`config.mk`:
```
export PLATFORM = sky130hd
export DESIGN_NAME = plot_addr_gen
export DESIGN_NICKNAME = d
export VERILOG_FILES = /design/src/rtl/plot_addr_pkg.sv /design/src/rtl/plot_base_clamp.sv /design/src/rtl/plot_tile_offset.sv /design/src/rtl/plot_addr_gen.sv
export SDC_FILE = /design/constraint.sdc
export NUM_CORES = 1
export LEC_CHECK = 0
export BUFFER_PORTS_ARGS = -buffer_cell sky130_fd_sc_hd__buf_2
export CORE_ASPECT_RATIO = 0.6
export CORE_MARGIN = 2
export CORE_UTILIZATION = 59
export DETAILED_ROUTE_END_ITERATION = 6
export GPL_ROUTABILITY_DRIVEN = 0
export PLACE_DENSITY = 0.86
export REMOVE_ABC_BUFFERS = 1
export SLEW_MARGIN = 20
export SYNTH_ARGS = -nofsm -noshare
export SYNTH_HDL_FRONTEND = slang
export SYNTH_HIERARCHICAL = 1
export SYNTH_SLANG_ARGS = --single-unit
```
`constraint.sdc`:
```
create_clock -name clk -period 9.17 [get_ports clk]
set_input_delay 2.751 -clock clk [delete_from_list [all_inputs] [get_ports clk]]
set_output_delay 2.751 -clock clk [all_outputs]
set_load 0.01 [all_outputs]
```
`src/rtl/plot_addr_pkg.sv`:
```
package plot_addr_pkg;

    typedef enum logic [1:0] {
        HGT_128 = 2'd0,
        HGT_160 = 2'd1,
        HGT_192 = 2'd2,
        HGT_256 = 2'd3
    } height_e;

    typedef enum logic [1:0] {
        DEPTH_LO  = 2'd0,
        DEPTH_MID = 2'd1,
        DEPTH_HI  = 2'd2,
        DEPTH_HI2 = 2'd3
    } depth_e;

    localparam int TILE_PIX_BITS = 3;
    localparam int COLS_PER_SCREEN = 32;
    localparam int TALL_SCREEN_BYTES = 32768;

    // log2 of the tile size in bytes
    function automatic logic [2:0] tile_shift(depth_e d);
        case (d)
            DEPTH_LO:  return 3'd4;
            DEPTH_MID: return 3'd5;
            default:   return 3'd6;
        endcase
    endfunction

    // tiles stacked in one column of the screen
    function automatic logic [5:0] tile_rows(height_e h);
        case (h)
            HGT_128: return 6'd16;
            HGT_160: return 6'd20;
            HGT_192: return 6'd24;
            default: return 6'd32;
        endcase
    endfunction

    function automatic logic [31:0] screen_bytes(height_e h, depth_e d);
        if (h == HGT_256)
            return 32'(TALL_SCREEN_BYTES);
        return (32'(tile_rows(h)) * 32'(COLS_PER_SCREEN)) << tile_shift(d);
    endfunction

endpackage

```
`src/rtl/plot_base_clamp.sv`:
```
module plot_base_clamp
    import plot_addr_pkg::*;
#(
    parameter int BASE_W     = 8,
    parameter int ADDR_W     = 18,
    parameter int BASE_SHIFT = 10
) (
    input  logic              clk,
    input  logic              rst,
    input  logic [BASE_W-1:0] base_reg,
    input  height_e           height,
    input  depth_e            depth,
    output logic [ADDR_W-1:0] eff_base
);
    localparam int SUM_W = ADDR_W + 2;

    logic [SUM_W-1:0] raw_base, scr_size, ram_end, eff_wide;

    always_comb begin
        raw_base = SUM_W'(base_reg) << BASE_SHIFT;
        scr_size = SUM_W'(screen_bytes(height, depth));
        ram_end  = SUM_W'(1) << ADDR_W;
        if (raw_base + scr_size > ram_end)
            eff_wide = ram_end - scr_size;
        else
            eff_wide = raw_base;
        eff_base = eff_wide[ADDR_W-1:0];
    end


    screen_fits_chk: assert property (@(posedge clk) disable iff (rst)
        SUM_W'(eff_base) + scr_size <= ram_end);


    base_not_raised_chk: assert property (@(posedge clk) disable iff (rst)
        SUM_W'(eff_base) <= raw_base);

endmodule

```
`src/rtl/plot_tile_offset.sv`:
```
module plot_tile_offset
    import plot_addr_pkg::*;
#(
    parameter int COORD_W = 8,
    parameter int OFF_W   = 18
) (
    input  logic [COORD_W-1:0] px,
    input  logic [COORD_W-1:0] py,
    input  height_e            height,
    input  depth_e             depth,
    input  logic               quad_layout,
    output logic [OFF_W-1:0]   offset
);
    localparam int CELL_W = COORD_W - TILE_PIX_BITS;
    localparam int HALF   = CELL_W - 1;

    logic [CELL_W-1:0] row, col;
    logic [OFF_W-1:0]  tile_idx;

    assign row = py[COORD_W-1:TILE_PIX_BITS];
    assign col = px[COORD_W-1:TILE_PIX_BITS];

    always_comb begin
        if (quad_layout)
            tile_idx = OFF_W'({row[HALF], col[HALF], row[HALF-1:0], col[HALF-1:0]});
        else
            tile_idx = OFF_W'(col) * OFF_W'(tile_rows(height)) + OFF_W'(row);
        offset = tile_idx << tile_shift(depth);
    end

endmodule

```
`src/rtl/plot_addr_gen.sv`:
```
module plot_addr_gen
    import plot_addr_pkg::*;
#(
    parameter int COORD_W = 8,
    parameter int BASE_W  = 8,
    parameter int ADDR_W  = 18
) (
    input  logic               clk,
    input  logic               rst,
    input  logic [1:0]         height_sel,
    input  logic [1:0]         depth_sel,
    input  logic               sprite_mode,
    input  logic [BASE_W-1:0]  scr_base,
    input  logic               req_valid,
    input  logic [COORD_W-1:0] req_x,
    input  logic [COORD_W-1:0] req_y,
    output logic               addr_valid,
    output logic [ADDR_W-1:0]  addr
);
    height_e           hgt;
    depth_e            dep;
    logic              quad;
    logic [ADDR_W-1:0] base_q, tile_off, next_addr;

    assign hgt  = height_e'(height_sel);
    assign dep  = depth_e'(depth_sel);
    assign quad = sprite_mode | (hgt == HGT_256);

    plot_base_clamp #(.BASE_W(BASE_W), .ADDR_W(ADDR_W), .BASE_SHIFT(10)) u_clamp (
        .clk      (clk),
        .rst      (rst),
        .base_reg (scr_base),
        .height   (hgt),
        .depth    (dep),
        .eff_base (base_q)
    );

    plot_tile_offset #(.COORD_W(COORD_W), .OFF_W(ADDR_W)) u_offset (
        .px          (req_x),
        .py          (req_y),
        .height      (hgt),
        .depth       (dep),
        .quad_layout (quad),
        .offset      (tile_off)
    );

    assign next_addr = base_q + tile_off;

    always_ff @(posedge clk) begin
        if (rst) begin
            addr_valid <= 1'b0;
            addr       <= '0;
        end else begin
            addr_valid <= req_valid;
            if (req_valid)
                addr <= next_addr;
        end
    end


    valid_follows_req_chk: assert property (@(posedge clk) disable iff (rst)
        req_valid |=> addr_valid);


    no_spurious_valid_chk: assert property (@(posedge clk) disable iff (rst)
        !req_valid |=> !addr_valid);


    addr_hold_chk: assert property (@(posedge clk) disable iff (rst)
        !req_valid |=> $stable(addr));

endmodule

```
==> flow_summary.json <==
{
  "outcome": "finished clean",
  "crit_type": "primary input to flop",
  "fin_crit_ns": 8.08,
  "final_cell_mix": "44 x ha_1, 44 x buf_2, 43 x nor2_1",
  "cp-end-kind": "flop",
  "die_w_um": 103,
  "rsz0062_at_grt": "false",
  "crit_arrival_ns": 8.23,
  "ys.flop_type": "dfxtp_1",
  "syn_inst": 428,
  "power_switching_mw": 0.205,
  "clockBufferDepth": 2,
  "fmax_ghz": 0.124,
  "drive_gt1_share_pct": 16.7,
  "cp_num_buf_inv": 2,
  "nets": 554,
  "ys_warn_count": 6,
  "h-tree-depth": 1,
  "vias": 3234,
  "cts_tree": "built",
  "crit_top_cell": "fa_1",
  "grt_usage_pct": 25.6,
  "antenna_found_initial": 0,
  "cts_root_buf": "clkbuf_8",
  "ys_types": 74,
  "p_clk_share_pct": 12.5,
  "async_reset_ff_share_pct": 0,
  "cellPowerDensity_nw_per_um2": 123,
  "ant_nets": 0,
  "portBuffers": 44,
  "fillCellCount": 472,
  "critPathMaxStageDelay_ns": 0.55,
  "post_drt_wl_per_cell_um": 14.8,
  "hold_ws_ns": 0.464,
  "setup_viol": 0,
  "dp_hpwl_um": 6620,
  "post_cts_resized": 0,
  "synth.area.top_cells": "ha_1 16%, dfxtp_1 11%, fa_1 6.4%, nor2_1 4.7%, mux2i_1 4.1%",
  "firstDrtPassIters": 5,
  "ios": 51,
  "hold_violations": 0,
  "pwr-share-comb_pct": 65.4,
  "die_area_um2": 6490,
  "swShare_pct": 44.8,
  "die_h_um": 63.2,
  "start_util_pct": 61.6,
  "drv_slew": 0,
  "cts_buffers": 3,
  "cts_setup_buffers": 0,
  "critPathMaxFanout": 14,
  "drc_errors": 0,
  "p_leak_nw": 1.80,
  "synth_area_um2": 3450,
  "overflow": 0,
  "grt_pass1_vias": 2928,
  "p_seq_share_pct": 22.0,
  "post-place-cells": 542,
  "ir_drop_mv": 0.0572,
  "post-route-util_pct": 66.5,
  "cts_sinks": 19,
  "drv_cap": 0,
  "vias_per_cell": 5.92,
  "yosysSeqAreaShare_pct": 11.0,
  "synth_top_cell_by_area": "ha_1",
  "n_antenna_cell": 0,
  "finalSetupTns_ns": 0,
  "yosys.area.top_type_share_pct": 16.0,
  "crit_path_start_kind": "primary input",
  "placementRows": 21,
  "area_growth_pct": 7.99,
  "synth_seq_cells": 19,
  "p_int_mw": 0.254,
  "slew-limit-headroom_pct": 53.0,
  "cts.clk_slew.worst_paths_ns": 0.07,
  "cp.required_ns": 9.32,
  "post-place-ws_ns": 0.945,
  "layoutNonFillerInstCount": 546,
  "grt_max_degree": 32,
  "clk-insertion-delay-late_ns": 0.25,
  "drtIter0Drc": 269,
  "slowest_stage": "fa_1",
  "grt_first_pass_wirelength_um": 13400,
  "drt-total-wl_um": 8100,
  "core_area_um2": 5600,
  "finalCritPeriodShare_pct": 88.1,
  "hp-class": "flop to flop",
  "cp_cell_sequence": "buf_2, nor2b_1, nand2_1, fa_1, fa_1, fa_1, inv_1, ha_1, a211oi_1, nor2_1, o31ai_1, o21ai_0, a21oi_1, ha_1, a21o_1, a21o_1, a41o_1, a31oi_1, nor4b_1, a211o_1",
  "cpLargestDelayFamily": "adder cells",
  "worst_slack_ns": 1.09,
  "max_slew.worst_pin.slew_ns": 0.704,
  "syn_area_per_cell_um2": 8.05,
  "finClkSkew_ns": 0,
  "holdBufCountCts": 0,
  "synth-edff-count": 0
}
[path summary, 6_finish.rpt]
check,start,to,slack (ns),depth (start not counted)
hold / removal,addr[12]$_SDFFE_PP0P_,addr[12]$_SDFFE_PP0P_,0.46,1
setup / recovery,height_sel[1],addr[15]$_SDFFE_PP0P_,1.09,20
hold reg to reg,addr[12]$_SDFFE_PP0P_,addr[12]$_SDFFE_PP0P_,0.46,1
setup reg to reg,addr[10]$_SDFFE_PP0P_,addr[10]$_SDFFE_PP0P_,8.22,2
[cell usage after synthesis, types with 3 or more instances]
cell type   n
a211oi_1   12
a21o_1     11
a21oi_1    24
a311oi_1    3
a31oi_1     7
and2_1      8
buf_4      14
clkbuf_1   10
conb_1      3
dfxtp_1    19
fa_1       11
ha_1       44
inv_1      28
mux2_2      8
mux2_4      5
mux2i_1    14
nand2_1    29
nand2b_1    6
nand3_1    12
nor2_1     43
nor2b_1     9
nor3_1      4
nor3b_1     7
nor4_1      4
o21ai_0    17
or2_2       3
xnor2_1     8
xor2_1      7
[flip-flops by register name (all words and copies together) (netlist names)]
| signal | cells |
|---|---|
| addr | 18 |
| addr_valid | 1 |
[final cells by class]
cell class                 instances  area (um^2)  area share [%]
multi-input combinational        371         2870            77.1
sequential                        19          380            10.2
timing repair buffer              44          220            5.92
inverter                          28          105            2.82
tap                               80          100            2.69
clock buffer                       3         41.3            1.11
clock inverter                     1         5.00           0.134
[per-layer routing]
layer / global-route usage, % / vias up / wire [um]
li1: - / 1598 / -
met1: 38.6 / 1506 / 3930
met2: 39.3 / 124 / 3450
met3: 4.33 / 6 / 671
met4: 2.67 / 0 / 36
met5: 0 / - / 0
[power by group through the flow]
stage / sequential (mW) / clock (mW) / combinational [mW]
finish: 0.101 / 0.0575 / 0.300
global route: 0.102 / 0.0614 / 0.333
CTS: 0.101 / 0.0587 / 0.290
detailed placement: 0.103 / 0 / 0.288
global placement: 0.102 / 0 / 0.278
floorplan: 0.109 / 0 / 0.211
[cell families after synthesis]
| family | share of synthesized area [%] |
|---|---|
| buffers and inverters | 7.44 |
| multiplexers | 8.86 |
| other | 0.327 |
| XOR/XNOR | 3.81 |
| AND/OR/NAND/NOR | 21.8 |
| adder cells (fa/ha/maj) | 22.4 |
| flip-flops | 11.0 |
| AO/OA/AOI/OAI | 24.4 |
[per-stage QoR]
stage                     cell area (um^2)  total power [mW]
after floorplan                       3350             0.320
after global placement                3670             0.381
after detailed placement              3670             0.391
after CTS                             3720             0.450
after global routing                  3720             0.497
final                                 3720             0.459
Note: power is estimated with default switching activity, not from simulation.
